<file path="config.mk">
export PLATFORM = sky130hd
export DESIGN_NAME = sync_serial_burst
export DESIGN_NICKNAME = d
export VERILOG_FILES = /design/src/rtl/ssp_pkg.sv /design/src/rtl/ssp_ctrl.sv /design/src/rtl/ssp_datapath.sv /design/src/rtl/sync_serial_burst.sv
export SDC_FILE = /design/constraint.sdc
export NUM_CORES = 1
export LEC_CHECK = 0
export CAP_MARGIN = 15
export CORE_ASPECT_RATIO = 0.5
export CORE_MARGIN = 1.5
export CORE_UTILIZATION = 29
export CTS_BUF_LIST = sky130_fd_sc_hd__clkbuf_4
export DETAILED_ROUTE_END_ITERATION = 7
export PLACE_DENSITY = 0.49
export SKIP_LAST_GASP = 1
export SLEW_MARGIN = 0
export SYNTH_ARGS = -nofsm -noshare
export SYNTH_HDL_FRONTEND = slang
export SYNTH_HIERARCHICAL = 1
export SYNTH_SLANG_ARGS = --single-unit
</file>
<file path="constraint.sdc">
create_clock -name clk -period 3.2 [get_ports clk]
set_input_delay 0.64 -clock clk [delete_from_list [all_inputs] [get_ports clk]]
set_output_delay 0.64 -clock clk [all_outputs]
set_load 0.01 [all_outputs]
</file>
<file path="src/rtl/ssp_pkg.sv">
`timescale 1ns/1ps
package ssp_pkg;
  // strobes from control to datapath
  typedef struct packed {
    logic loadTx;    // load transmit shifter from txSlot
    logic shiftOut;  // falling edge: present next bit
    logic sampleIn;  // rising edge: take one bit
    logic commitRx;  // byte finished: store into rxSlot
    logic hostLock;  // burst running, host writes blocked
    logic rxBit;     // aligned serial input bit
  } ssp_strobe_t;
endpackage

</file>
<file path="src/rtl/ssp_ctrl.sv">
`timescale 1ns/1ps
module ssp_ctrl
  import ssp_pkg::*;
#(
  parameter int DATA_W = 8,
  parameter int DEPTH  = 8,
  parameter int DIV_W  = 8,
  localparam int PTR_W = $clog2(DEPTH),
  localparam int CNT_W = $clog2(DEPTH + 1),
  localparam int BIT_W = $clog2(DATA_W)
) (
  input  logic             clk,
  input  logic             rst_n,
  input  logic             start,
  input  logic [PTR_W-1:0] burstLen,
  input  logic             masterMode,
  input  logic             csMode,
  input  logic [DIV_W-1:0] halfDiv,
  input  logic             sckIn,
  input  logic             sdi,
  input  logic             csN,
  output ssp_strobe_t      strobe,
  output logic [PTR_W-1:0] txSlot,
  output logic [PTR_W-1:0] rxSlot,
  output logic             sckOut,
  output logic             sckOe,
  output logic             sdoOe,
  output logic             busy,
  output logic             done,
  output logic             abort
);
  logic [1:0] sckSync, sdiSync, csSync;
  logic sckPrev, sckGen, busyR, doneR, abortR, inByte;
  logic [DIV_W-1:0] divCnt, halfEff;
  logic [BIT_W-1:0] bitCnt;
  logic [CNT_W-1:0] count;
  logic [PTR_W-1:0] ptr;
  logic sckS, csHi, gate, tick, fall, rise, byteDone, lastByte, abortNow, startNow;

  always_ff @(posedge clk or negedge rst_n) begin
    if (!rst_n) begin
      sckSync <= 2'b11;
      sdiSync <= 2'b00;
      csSync  <= 2'b11;
    end else begin
      sckSync <= {sckSync[0], sckIn};
      sdiSync <= {sdiSync[0], sdi};
      csSync  <= {csSync[0], csN};
    end
  end

  assign sckS     = sckSync[1];
  assign csHi     = csSync[1];
  assign gate     = !csMode || !csHi;
  assign halfEff  = (halfDiv == '0) ? DIV_W'(1) : halfDiv;
  assign tick     = masterMode && busyR && gate && (divCnt == halfEff - DIV_W'(1));
  assign fall     = masterMode ? (tick && sckGen) : (busyR && gate && sckPrev && !sckS);
  assign rise     = masterMode ? (tick && !sckGen && inByte) : (busyR && inByte && !sckPrev && sckS);
  assign byteDone = rise && (bitCnt == BIT_W'(DATA_W - 1));
  assign lastByte = (count == CNT_W'(1));
  assign abortNow = busyR && csMode && csHi && inByte && !byteDone;
  assign startNow = start && !busyR;

  always_ff @(posedge clk or negedge rst_n) begin
    if (!rst_n) begin
      sckPrev <= 1'b1;
      sckGen  <= 1'b1;
      divCnt  <= '0;
      busyR   <= 1'b0;
      doneR   <= 1'b0;
      abortR  <= 1'b0;
      inByte  <= 1'b0;
      bitCnt  <= '0;
      count   <= '0;
      ptr     <= '0;
    end else begin
      sckPrev <= sckS;
      if (startNow) begin
        busyR  <= 1'b1;
        doneR  <= 1'b0;
        abortR <= 1'b0;
        count  <= CNT_W'(burstLen) + CNT_W'(1);
        ptr    <= '0;
        bitCnt <= '0;
        inByte <= 1'b0;
        divCnt <= '0;
        sckGen <= 1'b1;
      end else if (busyR) begin
        if (abortNow) begin
          busyR  <= 1'b0;
          abortR <= 1'b1;
          inByte <= 1'b0;
          bitCnt <= '0;
          sckGen <= 1'b1;
          divCnt <= '0;
        end else begin
          if (masterMode && gate) begin
            if (tick) begin
              divCnt <= '0;
              sckGen <= ~sckGen;
            end else begin
              divCnt <= divCnt + DIV_W'(1);
            end
          end
          if (fall) inByte <= 1'b1;
          if (rise) bitCnt <= bitCnt + BIT_W'(1);
          if (byteDone) begin
            inByte <= 1'b0;
            count  <= count - CNT_W'(1);
            ptr    <= ptr + PTR_W'(1);
            if (lastByte) begin
              busyR <= 1'b0;
              doneR <= 1'b1;
            end
          end
        end
      end
    end
  end

  always_comb begin
    strobe.loadTx   = startNow || (byteDone && !lastByte);
    strobe.shiftOut = fall;
    strobe.sampleIn = rise && !abortNow;
    strobe.commitRx = byteDone;
    strobe.hostLock = busyR;
    strobe.rxBit    = masterMode ? sdi : sdiSync[1];
  end

  assign txSlot = startNow ? '0 : ptr + PTR_W'(1);
  assign rxSlot = ptr;
  assign sckOut = masterMode ? sckGen : 1'b1;
  assign sckOe  = masterMode && !(csMode && csHi);
  assign sdoOe  = !(csMode && csHi);
  assign busy   = busyR;
  assign done   = doneR;
  assign abort  = abortR;


  done_abort_excl_chk: assert property (@(posedge clk) disable iff (!rst_n)
    !(doneR && abortR));

  sck_idle_high_chk: assert property (@(posedge clk) disable iff (!rst_n)
    !busyR |-> sckGen);

  count_range_chk: assert property (@(posedge clk) disable iff (!rst_n)
    busyR |-> (count >= CNT_W'(1) && count <= CNT_W'(DEPTH)));

  start_ignored_chk: assert property (@(posedge clk) disable iff (!rst_n)
    (busyR && start && !rise) |=> (count == $past(count)));

  abort_stops_chk: assert property (@(posedge clk) disable iff (!rst_n)
    $rose(abortR) |-> (!busyR && !doneR));
endmodule

</file>
<file path="src/rtl/ssp_datapath.sv">
`timescale 1ns/1ps
module ssp_datapath
  import ssp_pkg::*;
#(
  parameter int DATA_W = 8,
  parameter int DEPTH  = 8,
  localparam int PTR_W = $clog2(DEPTH)
) (
  input  logic              clk,
  input  logic              rst_n,
  input  ssp_strobe_t       strobe,
  input  logic [PTR_W-1:0]  txSlot,
  input  logic [PTR_W-1:0]  rxSlot,
  input  logic              wrEn,
  input  logic [PTR_W-1:0]  wrIdx,
  input  logic [DATA_W-1:0] wrData,
  input  logic [PTR_W-1:0]  rdIdx,
  output logic [DATA_W-1:0] rdData,
  output logic              sdo
);
  logic [DATA_W-1:0] mem [DEPTH];
  logic [DATA_W-1:0] txSh, rxSh, rxWord;
  logic sdoR;

  assign rxWord = {rxSh[DATA_W-2:0], strobe.rxBit};

  for (genvar s = 0; s < DEPTH; s++) begin : g_slot
    always_ff @(posedge clk or negedge rst_n) begin
      if (!rst_n) mem[s] <= '0;
      else if (strobe.commitRx && rxSlot == PTR_W'(s)) mem[s] <= rxWord;
      else if (wrEn && !strobe.hostLock && wrIdx == PTR_W'(s)) mem[s] <= wrData;
    end
  end

  always_ff @(posedge clk or negedge rst_n) begin
    if (!rst_n) begin
      txSh <= '0;
      rxSh <= '0;
      sdoR <= 1'b1;
    end else begin
      if (strobe.loadTx) txSh <= mem[txSlot];
      else if (strobe.shiftOut) txSh <= {txSh[DATA_W-2:0], 1'b0};
      if (strobe.shiftOut) sdoR <= txSh[DATA_W-1];
      if (strobe.sampleIn) rxSh <= rxWord;
    end
  end

  assign rdData = mem[rdIdx];
  assign sdo    = sdoR;


  sdo_hold_chk: assert property (@(posedge clk) disable iff (!rst_n)
    !strobe.shiftOut |=> $stable(sdoR));
endmodule

</file>
<file path="src/rtl/sync_serial_burst.sv">
`timescale 1ns/1ps
module sync_serial_burst
  import ssp_pkg::*;
#(
  parameter int DATA_W = 8,
  parameter int DEPTH  = 8,
  parameter int DIV_W  = 8,
  localparam int PTR_W = $clog2(DEPTH)
) (
  input  logic              clk,
  input  logic              rst_n,
  input  logic              masterMode,
  input  logic              csMode,
  input  logic [DIV_W-1:0]  halfDiv,
  input  logic [PTR_W-1:0]  burstLen,
  input  logic              start,
  input  logic              wrEn,
  input  logic [PTR_W-1:0]  wrIdx,
  input  logic [DATA_W-1:0] wrData,
  input  logic [PTR_W-1:0]  rdIdx,
  output logic [DATA_W-1:0] rdData,
  input  logic              sckIn,
  output logic              sckOut,
  output logic              sckOe,
  input  logic              sdi,
  output logic              sdo,
  output logic              sdoOe,
  input  logic              csN,
  output logic              busy,
  output logic              done,
  output logic              abort
);
  ssp_strobe_t strobe;
  logic [PTR_W-1:0] txSlot, rxSlot;

  ssp_ctrl #(.DATA_W(DATA_W), .DEPTH(DEPTH), .DIV_W(DIV_W)) u_ctrl (
    .clk(clk), .rst_n(rst_n), .start(start), .burstLen(burstLen),
    .masterMode(masterMode), .csMode(csMode), .halfDiv(halfDiv),
    .sckIn(sckIn), .sdi(sdi), .csN(csN), .strobe(strobe),
    .txSlot(txSlot), .rxSlot(rxSlot), .sckOut(sckOut), .sckOe(sckOe),
    .sdoOe(sdoOe), .busy(busy), .done(done), .abort(abort)
  );

  ssp_datapath #(.DATA_W(DATA_W), .DEPTH(DEPTH)) u_dp (
    .clk(clk), .rst_n(rst_n), .strobe(strobe), .txSlot(txSlot),
    .rxSlot(rxSlot), .wrEn(wrEn), .wrIdx(wrIdx), .wrData(wrData),
    .rdIdx(rdIdx), .rdData(rdData), .sdo(sdo)
  );
endmodule

</file>
==> out/qor.yml, run 1 <==
synth_top_area_share_pct: 37.6
clkSlewWorstSetupHoldPaths_ns: 0.18
worst_slack_ns: 0.0378
fill_cells: 2297
port_buffers: 48
h-tree-depth: 3
rsz0062_at_grt: "false"
synth_fa_ha_area_share_pct: 1.46
num_antenna_cells: 0
die_h_um: 112
syn-num-nets: 765
intPower_uw: 3230
synth_area_per_cell_sq_um: 9.48
tritoncts: "built"
reg2reg_depth: 9
clk_latency_ns: 0.50
maxCapViolations: 0
critical_path.max_stage_delay_ns: 0.58
dr_total_vias: 6001
drt-initial-drc-count: 543
switching_share_pct: 36.0
outcome: "completed"
wirelength_um: 22400
yosys.area.top_type: "dfrtp_1"
synth_edf_count: 0
cts-hold-fix-buffers: 0
path_depth: 6
first_pass_iters: 5
grt_max_degree: 47
cts_buffers: 9
synth-simple-area-share_pct: 17.0
min_path_type: "input pin to asynchronous set/reset pin"
crit_chain: "clkdlybuf4s15_2 > bufbuf_16 > buf_4 > mux4_1 > mux2_2 > dlygate4sd2_1"
core_region_area_sq_um: 23000
synth-compound-area-share_pct: 17.8
hold_violations: 0
yosysWarnings: 6
ant_nets: 0
rows: 39
worstPathMaxFanout: 8
synthMuxAreaShare_pct: 15.1
critPathTopFamily: "buffers and inverters"
layout_commonest_cell: "dfrtp_1"
yosysSeqAreaShare_pct: 40.3
overflow: 0
min_period_ns: 3.16
setup_violations: 0
power_frac_comb_pct: 38.0
die_area_sq_um: 24600
initial_utilization_pct: 29.8
synth_area_leaders: "dfrtp_1 38%, a31oi_1 6.0%, o21ai_0 5.3%, mux2_2 5.3%, mux4_2 5.3%"
synth_cells: 723
worstMarginPinSlew_ns: 0.848
relSlewSlack_pct: 43.5
gpl.final_weighted_congestion: 0.802
path_class: "input pin to primary output"
final_cell_mix: "103 x dfrtp_1, 85 x nor2_1, 70 x o21ai_0, 69 x nand3_1, 65 x a31oi_1"
finClkSkew_ns: 0.0270
synth_xor_xnor_area_share_pct: 2.17
layout-drive-gt1-share_pct: 22.6
hpwl_um: 14200
worst_setup_path_end_kind: "primary output"
syn_area_sq_um: 6850
fin_setup_tns_ns: 0
clock_path_buffers: 2
nNetsFinal: 812
arrival_ns: 2.52
slew_violations: 0
slowest_stage: "mux4_1"
grt.total_usage_pct: 19.0
area_growth_pct: 19.3
peakVddDrop_uv: 209
ys_types: 66
root_buffer: "clkbuf_4"
cts_sinks: 110
ys_async_sr_fraction_pct: 100
first_global_vias: 6026
finalCritPeriodShare_pct: 98.8
sequentialPowerShare_pct: 45.7
grt_pass1_wl_um: 35300
power_density_nw_per_um2: 618
clock_power_share_pct: 16.2
ys_ff_latch: 110
synth-main-ff-cell: "dfrtp_1"
wl_per_cell_um: 20.7
die_w_um: 220
switching_power_uw: 1820
cp_num_buf_inv: 4
synth_top_family_by_area: "compound AO/OA/AOI/OAI gates"
via_per_inst: 5.55
leakagePower_uw: 0.00344
boundaryPins: 49
drc: 0
antenna_found_initial: 0
start_kind: "input pin"
post-place-ws_ns: -0.700
fmax_ghz: 0.316
required_ns: 2.56
worst paths after layout:
kind / startpoint / slack (ns) / endpoint
max in group asynchronous: rst_n / 2.24 / u_dp/sdo
hold / removal: rst_n / 0.14 / u_dp/mem[57]
setup reg to reg: u_ctrl/divCnt[0] / 0.47 / u_dp/mem[60]
hold reg to reg: u_ctrl/sckSync[0] / 0.35 / u_ctrl/sckSync[1]
min in group clk: u_ctrl/sckSync[0] / 0.35 / u_ctrl/sckSync[1]
setup / recovery: rdIdx[0] / 0.04 / rdData[7]
per-stage QoR:
step	hold WS, ns	cells	util [%]	area (sq um)	total power (uW)
after floorplan	0.331	723	-	6980	3520
after global placement	0.339	1053	34.1	7840	4190
after detailed placement	0.348	1053	34.1	7840	4230
after CTS	0.132	1080	35.4	8130	5070
after global routing	0.140	1082	35.6	8170	5400
final	0.140	1082	35.6	8170	5050
synthesized netlist by cell type, drive strengths merged (2+ instances only):
cell / instances
dfrtp: 103
nor2: 89
o21ai: 75
nand3: 70
a31oi: 66
clkbuf: 54
mux2: 32
buf: 26
nand2: 26
mux4: 23
mux2i: 13
o22ai: 11
inv: 10
nor2b: 9
xor2: 9
ha: 8
nor3: 8
xnor2: 8
dfstp: 7
a21oi: 6
nand2b: 6
or2: 6
nand4: 5
a2111oi: 4
nand4b: 3
nand4bb: 3
o21a: 3
o32ai: 3
o41ai: 3
a221o: 2
a221oi: 2
a31o: 2
a41oi: 2
and2: 2
and3: 2
nor4: 2
or3: 2
sequential cells by signal, indices dropped and copies added (netlist names):
register and count:
u_ctrl/sckSync 2, u_ctrl/rxSlot 3, u_dp/mem 64, u_ctrl/divCnt 8
u_dp/txSh 8, u_ctrl/sckGen 1, u_dp/rxSh 7, u_dp/sdo 1
u_ctrl/abort 1, u_ctrl/done 1, u_ctrl/sckPrev 1, u_ctrl/bitCnt 3
u_ctrl/busy 1, u_ctrl/count 4, u_ctrl/csSync 2, u_ctrl/sdiSync 2
u_ctrl/inByte 1
cell families (layout without fill, tap and decap cells):
group                      count (synthesis)  count (layout)
AOI/OAI and AO/OA                        190             190
xor gates and xnor gates                  17              17
adders and majority gates                  8               8
buffers and inverters                     90             141
DFF                                      110             110
muxes                                     68              68
and+or+nand+nor                          240             241
repair_timing:
action / 4_1_cts / 5_1_grt
pin swaps: 6 / 8
gates cloned: 2 / 0
setup endpoints to repair: 94 / 85
gates resized for setup: 11 / 18
buffers inserted: 9 / 2
power groups by stage:
stage                     registers, uW  logic (uW)  clock network, uW
after floorplan                    2120        1410                  0
after global placement             2320        1870                  0
after detailed placement           2340        1890                  0
after CTS                          2310        1910                854
after global routing               2390        2100                911
final                              2310        1920                820
layer usage:
layer  vias to the layer above  track usage, %  routed length (um)
li1                       2756               -                   -
met1                      3014            26.5               10200
met2                       192            29.0               10100
met3                        39            4.13                1460
met4                         0            6.58                 598
met5                         -               0                   0
final cells by class:
cell class	count	area [sq um]	share of cell area [%]
sequential	110	2760	33.8
inverter	10	37.5	0.459
multi-input combinational	524	3760	46.0
clock inverter	6	92.6	1.13
timing repair buffer	115	1070	13.0
clock buffer	10	75.1	0.919
tap	307	384	4.70
No activity file was read; power rests on OpenSTA's default activity.
==> inputs of run 2 (changes only) <==
--- a/config.mk
+++ b/config.mk
@@ -7,7 +7,7 @@
 export LEC_CHECK = 0
 export CAP_MARGIN = 15
 export CORE_ASPECT_RATIO = 0.5
-export CORE_MARGIN = 1.5
+export CORE_MARGIN = 3
 export CORE_UTILIZATION = 29
 export CTS_BUF_LIST = sky130_fd_sc_hd__clkbuf_4
 export DETAILED_ROUTE_END_ITERATION = 7
==> run 2 against run 1 <==
Clock power up 11%. Clock skew down 0.0020 ns. Combinational power about the same. Worst hold slack worse by 0.025 ns. Final cell count down 0.28%. Register-to-register slack better by 0.04 ns. Setup slack better by 0.050 ns. Critical path type unchanged. Largest cell class unchanged.
==> out/qor.yml, run 2 (same netlist as run 1, synthesis figures left out) <==
wirelength_um: 22800
antenna_found_initial: 1
power_uw: 5160
first_global_vias: 5976
cts_buffers: 9
root_buffer: "clkbuf_4"
slowest_stage: "mux4_2"
relSlewSlack_pct: 47.8
peakVddDrop_uv: 243
die_area_sq_um: 25600
worst_slack_ns: 0.0878
port_buffers: 48
start_kind: "input pin"
final_cell_mix: "103 x dfrtp_1, 82 x nor2_1, 70 x o21ai_0, 69 x nand3_1, 66 x a31oi_1"
finalCritPeriodShare_pct: 97.3
path_class: "input pin to primary output"
r2r_start: "u_ctrl/divCnt[3]"
slew_violations: 0
cts-hold-fix-buffers: 0
grt.total_usage_pct: 18.1
finClkSkew_ns: 0.0251
die_w_um: 223
crit_chain: "clkdlybuf4s15_2 > bufbuf_16 > mux4_2 > mux2_2 > clkdlybuf4s50_1"
layout-drive-gt1-share_pct: 22.0
startpoint: "rdIdx[0]"
top_regs: "u_dp/mem: 64 flops, u_ctrl/divCnt: 8 flops, u_dp/txSh: 8 flops"
drc: 0
overflow: 0
critical_path.max_stage_delay_ns: 0.50
drt-initial-drc-count: 687
fin_setup_tns_ns: 0
min_period_ns: 3.11
top_register: "u_dp/mem"
clk_latency_ns: 0.51
tritoncts: "built"
grt_max_degree: 44
leakagePower_uw: 0.00339
largest_reg_flops: 64
arrival_ns: 2.47
dr_total_vias: 6030
core_region_area_sq_um: 23000
gpl.final_weighted_congestion: 0.794
reg2reg_depth: 8
clock_path_buffers: 2
maxCapViolations: 0
endpoint: "rdData[0]"
worst_setup_path_end_kind: "primary output"
fmax_ghz: 0.321
hold_violations: 0
ant_nets: 0
rows: 39
via_per_inst: 5.59
initial_utilization_pct: 29.8
required_ns: 2.56
wl_per_cell_um: 21.1
cts_sinks: 110
outcome: "completed"
grt_pass1_wl_um: 35800
post-route-util_pct: 35.5
h-tree-depth: 3
rrSetupSlack_ns: 0.51
layout_commonest_cell: "dfrtp_1"
first_pass_iters: 5
holdWs_ns: 0.116
post-place-ws_ns: -0.702
setup_violations: 0
rsz0062_at_grt: "false"
min_path_type: "input pin to asynchronous set/reset pin"
nNetsFinal: 805
r2r-end: "u_dp/mem[63]"
boundaryPins: 49
worstPathMaxFanout: 6
die_h_um: 115
hpwl_um: 14400
clkSlewWorstSetupHoldPaths_ns: 0.17
power_density_nw_per_um2: 632
area_growth_pct: 19.3
worstMarginPinSlew_ns: 0.783
[run 2: cell count changes in the layout (fill, tap and decap cells not counted), sizes merged]
cell           previous run  this run
clkbuf                   13        11
clkinvlp                  2         1
buf                      67        60
bufinv                    2         3
dlymetal6s2s              6         3
clkinv                    0         1
clkdlybuf4s50            35        38
clkdlybuf4s15             1         2
diode                     0         4
[run 2: what timing repair did]
action,4_1_cts,5_1_grt
buffers inserted,2,2
gates resized for setup,15,12
pin swaps,8,10
gates cloned,2,0
setup endpoints to repair,88,69
[run 2: worst min-delay path by stage]
stage               slack (ns)         startpoint           endpoint
detailed placement        0.35  u_ctrl/sdiSync[0]  u_ctrl/sdiSync[1]
finish                    0.12              rst_n   u_ctrl/divCnt[4]
global placement          0.34  u_ctrl/sdiSync[0]  u_ctrl/sdiSync[1]
floorplan                 0.33  u_ctrl/sdiSync[0]  u_ctrl/sdiSync[1]
global route              0.13              rst_n   u_ctrl/divCnt[4]
CTS                       0.13              rst_n   u_ctrl/divCnt[5]
[run 2: per-layer routing]
layer  wire length (um)  vias to the layer above  GRT usage (%)
met5                  0                        -              0
met4                386                        0           4.60
met3               1560                       27           3.41
met2              10300                      220           28.9
met1              10500                     3030           25.5
li1                   -                     2753              -
[run 2: worst max-delay path, delay by kind of cell]
family / cells / cell delay (ns)
buffers and inverters: 3 / 1.04
muxes: 2 / 0.79
[run 2: where the power goes]
part           total [uW]  leakage (uW)  internal [uW]  switching [uW]
logic                1920       0.00188           1030             889
clock network         910     0.0000970            399             511
registers            2330       0.00141           1870             464
[run 2: cell type report]
type                    count  area (sq um)
well taps                 307           384
clock inverters             7           120
flip-flops and latches    110          2760
multi-input cells         524          3760
fillers                  2345         14900
diodes                      4          10.0
repair buffers            108          1030
inverters                  10          37.5
clock buffers               9          67.6
[run 2: metrics by stage]
stage               cells  area (sq um)
floorplan             723          6980
global placement     1053          7870
detailed placement   1053          7870
CTS                  1073          8130
global route         1079          8170
finish               1079          8170
==> inputs of run 3 (changes only) <==
--- a/config.mk
+++ b/config.mk
@@ -11,7 +11,8 @@
 export CORE_UTILIZATION = 29
 export CTS_BUF_LIST = sky130_fd_sc_hd__clkbuf_4
 export DETAILED_ROUTE_END_ITERATION = 7
-export PLACE_DENSITY = 0.49
+export PLACE_DENSITY_LB_ADDON = 0.25
+export SETUP_SLACK_MARGIN = 0.15
 export SKIP_LAST_GASP = 1
 export SLEW_MARGIN = 0
 export SYNTH_ARGS = -nofsm -noshare
==> run 3 against run 2 <==
Worst hold slack gained 0.021 ns. Core utilization grew 0.64 points. Sequential power is essentially flat. Wire length is 0.79% lower. Flip-flop and latch count did not move. Register-to-register slack worse by 0.14 ns. Via count increased by 1.5%. Combinational power increased by 4%.
==> out/qor.yml, run 3 (same netlist as run 1, synthesis figures left out) <==
path_class: "input pin to flip-flop"
drc: 0
grt_pass1_wl_um: 34600
r2r_start: "u_ctrl/divCnt[2]"
worst_setup_path_end_kind: "flip-flop"
min_path_type: "input pin to asynchronous set/reset pin"
top_regs: "u_dp/mem: 64 flops, u_ctrl/divCnt: 8 flops, u_dp/txSh: 8 flops"
slew_violations: 0
start_kind: "input pin"
cts_buffers: 9
drt-initial-drc-count: 691
core_region_area_sq_um: 23000
layout-drive-gt1-share_pct: 24.6
power_uw: 5020
dr_wl_met3_um: 1730
drt-met1-wl_um: 10100
ant_nets: 0
worstPathMaxFanout: 8
rrSetupSlack_ns: 0.37
h-tree-depth: 3
tritoncts: "built"
relSlewSlack_pct: 46.3
post_dp_cell_area_sq_um: 7900
root_buffer: "clkbuf_4"
wirelength_um: 22600
top_register: "u_dp/mem"
cts_sinks: 110
reg2reg_depth: 11
leakagePower_uw: 0.00345
required_ns: 3.58
startpoint: "halfDiv[5]"
setup_violations: 0
die_h_um: 115
finClkSkew_ns: 0.0373
grt_max_degree: 46
boundaryPins: 49
dr_total_vias: 6121
min_period_ns: 3.13
initial_utilization_pct: 29.8
overflow: 0
die_w_um: 223
hpwl_um: 14500
power_density_nw_per_um2: 604
finalCritPeriodShare_pct: 97.9
via_per_inst: 5.61
peakVddDrop_uv: 204
grt.total_usage_pct: 17.3
worstMarginPinSlew_ns: 0.805
r2r-end: "u_dp/mem[7]"
hold_violations: 0
rows: 39
top_layer_used: "met4"
first_pass_iters: 5
largest_reg_flops: 64
fmax_ghz: 0.319
first_global_vias: 5858
nNetsFinal: 820
maxCapViolations: 0
port_buffers: 48
gpl.final_weighted_congestion: 0.815
wl_per_cell_um: 20.7
endpoint: "u_dp/mem[7]"
layout_commonest_cell: "dfrtp_1"
clkSlewWorstSetupHoldPaths_ns: 0.19
arrival_ns: 3.51
clock_path_buffers: 2
antenna_found_initial: 0
design_area_sq_um: 8320
met2_length_um: 10400
outcome: "completed"
area_growth_pct: 21.4
die_area_sq_um: 25600
final_cell_mix: "103 x dfrtp_1, 81 x nor2_1, 70 x nand3_1, 70 x o21ai_0, 65 x a31oi_1"
clk_latency_ns: 0.51
rsz0062_at_grt: "true"
## run 3: cell types whose count changed in the layout (fill, tap and decap cells not counted), sizes merged
cell	change
clkbuf	-1
diode	-3
bufinv	-3
dlygate4sd2	+8
bufbuf	-1
clkdlybuf4s50	-8
clkinvlp	+2
buf	+20
dlymetal6s2s	-3
inv	+1
## run 3: cell type report
class	instances	area (sq um)
diodes	1	2.50
fillers	2280	14700
multi-input cells	524	3820
flip-flops and latches	110	2760
well taps	307	384
clock buffers	9	67.6
inverters	10	37.5
repair buffers	123	1180
clock inverters	7	56.3
## run 3: worst min-delay path by stage
stage / startpoint / endpoint / slack, ns / depth (start not counted)
final: rst_n / u_ctrl/divCnt[6] / 0.14 / 1
after global routing: rst_n / u_dp/rxSh[6] / 0.15 / 1
after CTS: rst_n / u_ctrl/divCnt[6] / 0.14 / 1
after detailed placement: u_ctrl/sdiSync[0] / u_ctrl/sdiSync[1] / 0.35 / 0
after global placement: u_ctrl/sdiSync[0] / u_ctrl/sdiSync[1] / 0.34 / 0
after floorplan: u_ctrl/sdiSync[0] / u_ctrl/sdiSync[1] / 0.33 / 0
## run 3: per-stage QoR
stage                     worst slack, ns  hold WS (ns)  instances   TNS (ns)  util [%]
after floorplan                    -0.633         0.331        723     -22.03         -
after global placement             -0.699         0.342       1055     -57.70      34.3
after detailed placement           -0.742         0.348       1055     -62.16      34.3
after CTS                           0.167         0.136       1084          0      35.4
after global routing            -0.000456         0.147       1090  -0.000456      36.1
final                              0.0666         0.137       1091          0      36.1
## run 3: metal layers
metal | up-vias | global-route usage (%)
met2 | 272 | 27.8
met5 | - | 0
met3 | 24 | 3.66
li1 | 2773 | -
met4 | 0 | 4.77
met1 | 3052 | 23.9
## run 3: timing repair
action,4_1_cts,5_1_grt
cloned,2,1
endpoints found under the hold margin,0,0
endpoints found under the setup margin,107,79
hold buffers,0,0
setup buffers,11,5
resized for setup,38,37
pin swaps,11,13
## run 3: critical path, stage by stage
cell	delay, ns
buf_8	0.10
nor4_4	0.28
a31oi_1	0.13
ha_2	0.22
buf_6	0.13
xnor2_4	0.11
a221oi_2	0.28
o32ai_2	0.13
or3_4	0.36
o21ai_4	0.26
buf_6	0.15
buf_16	0.10
nand4_1	0.20
buf_6	0.26
nor2_4	0.10
a31oi_1	0.05
## run 3: report_power, final
part / switching, uW / leakage [uW] / total (uW) / internal, uW
Sequential: 457 / 0.00141 / 2330 / 1870
Combinational: 949 / 0.00198 / 2000 / 1050
Clock: 530 / 0.0000609 / 699 / 169
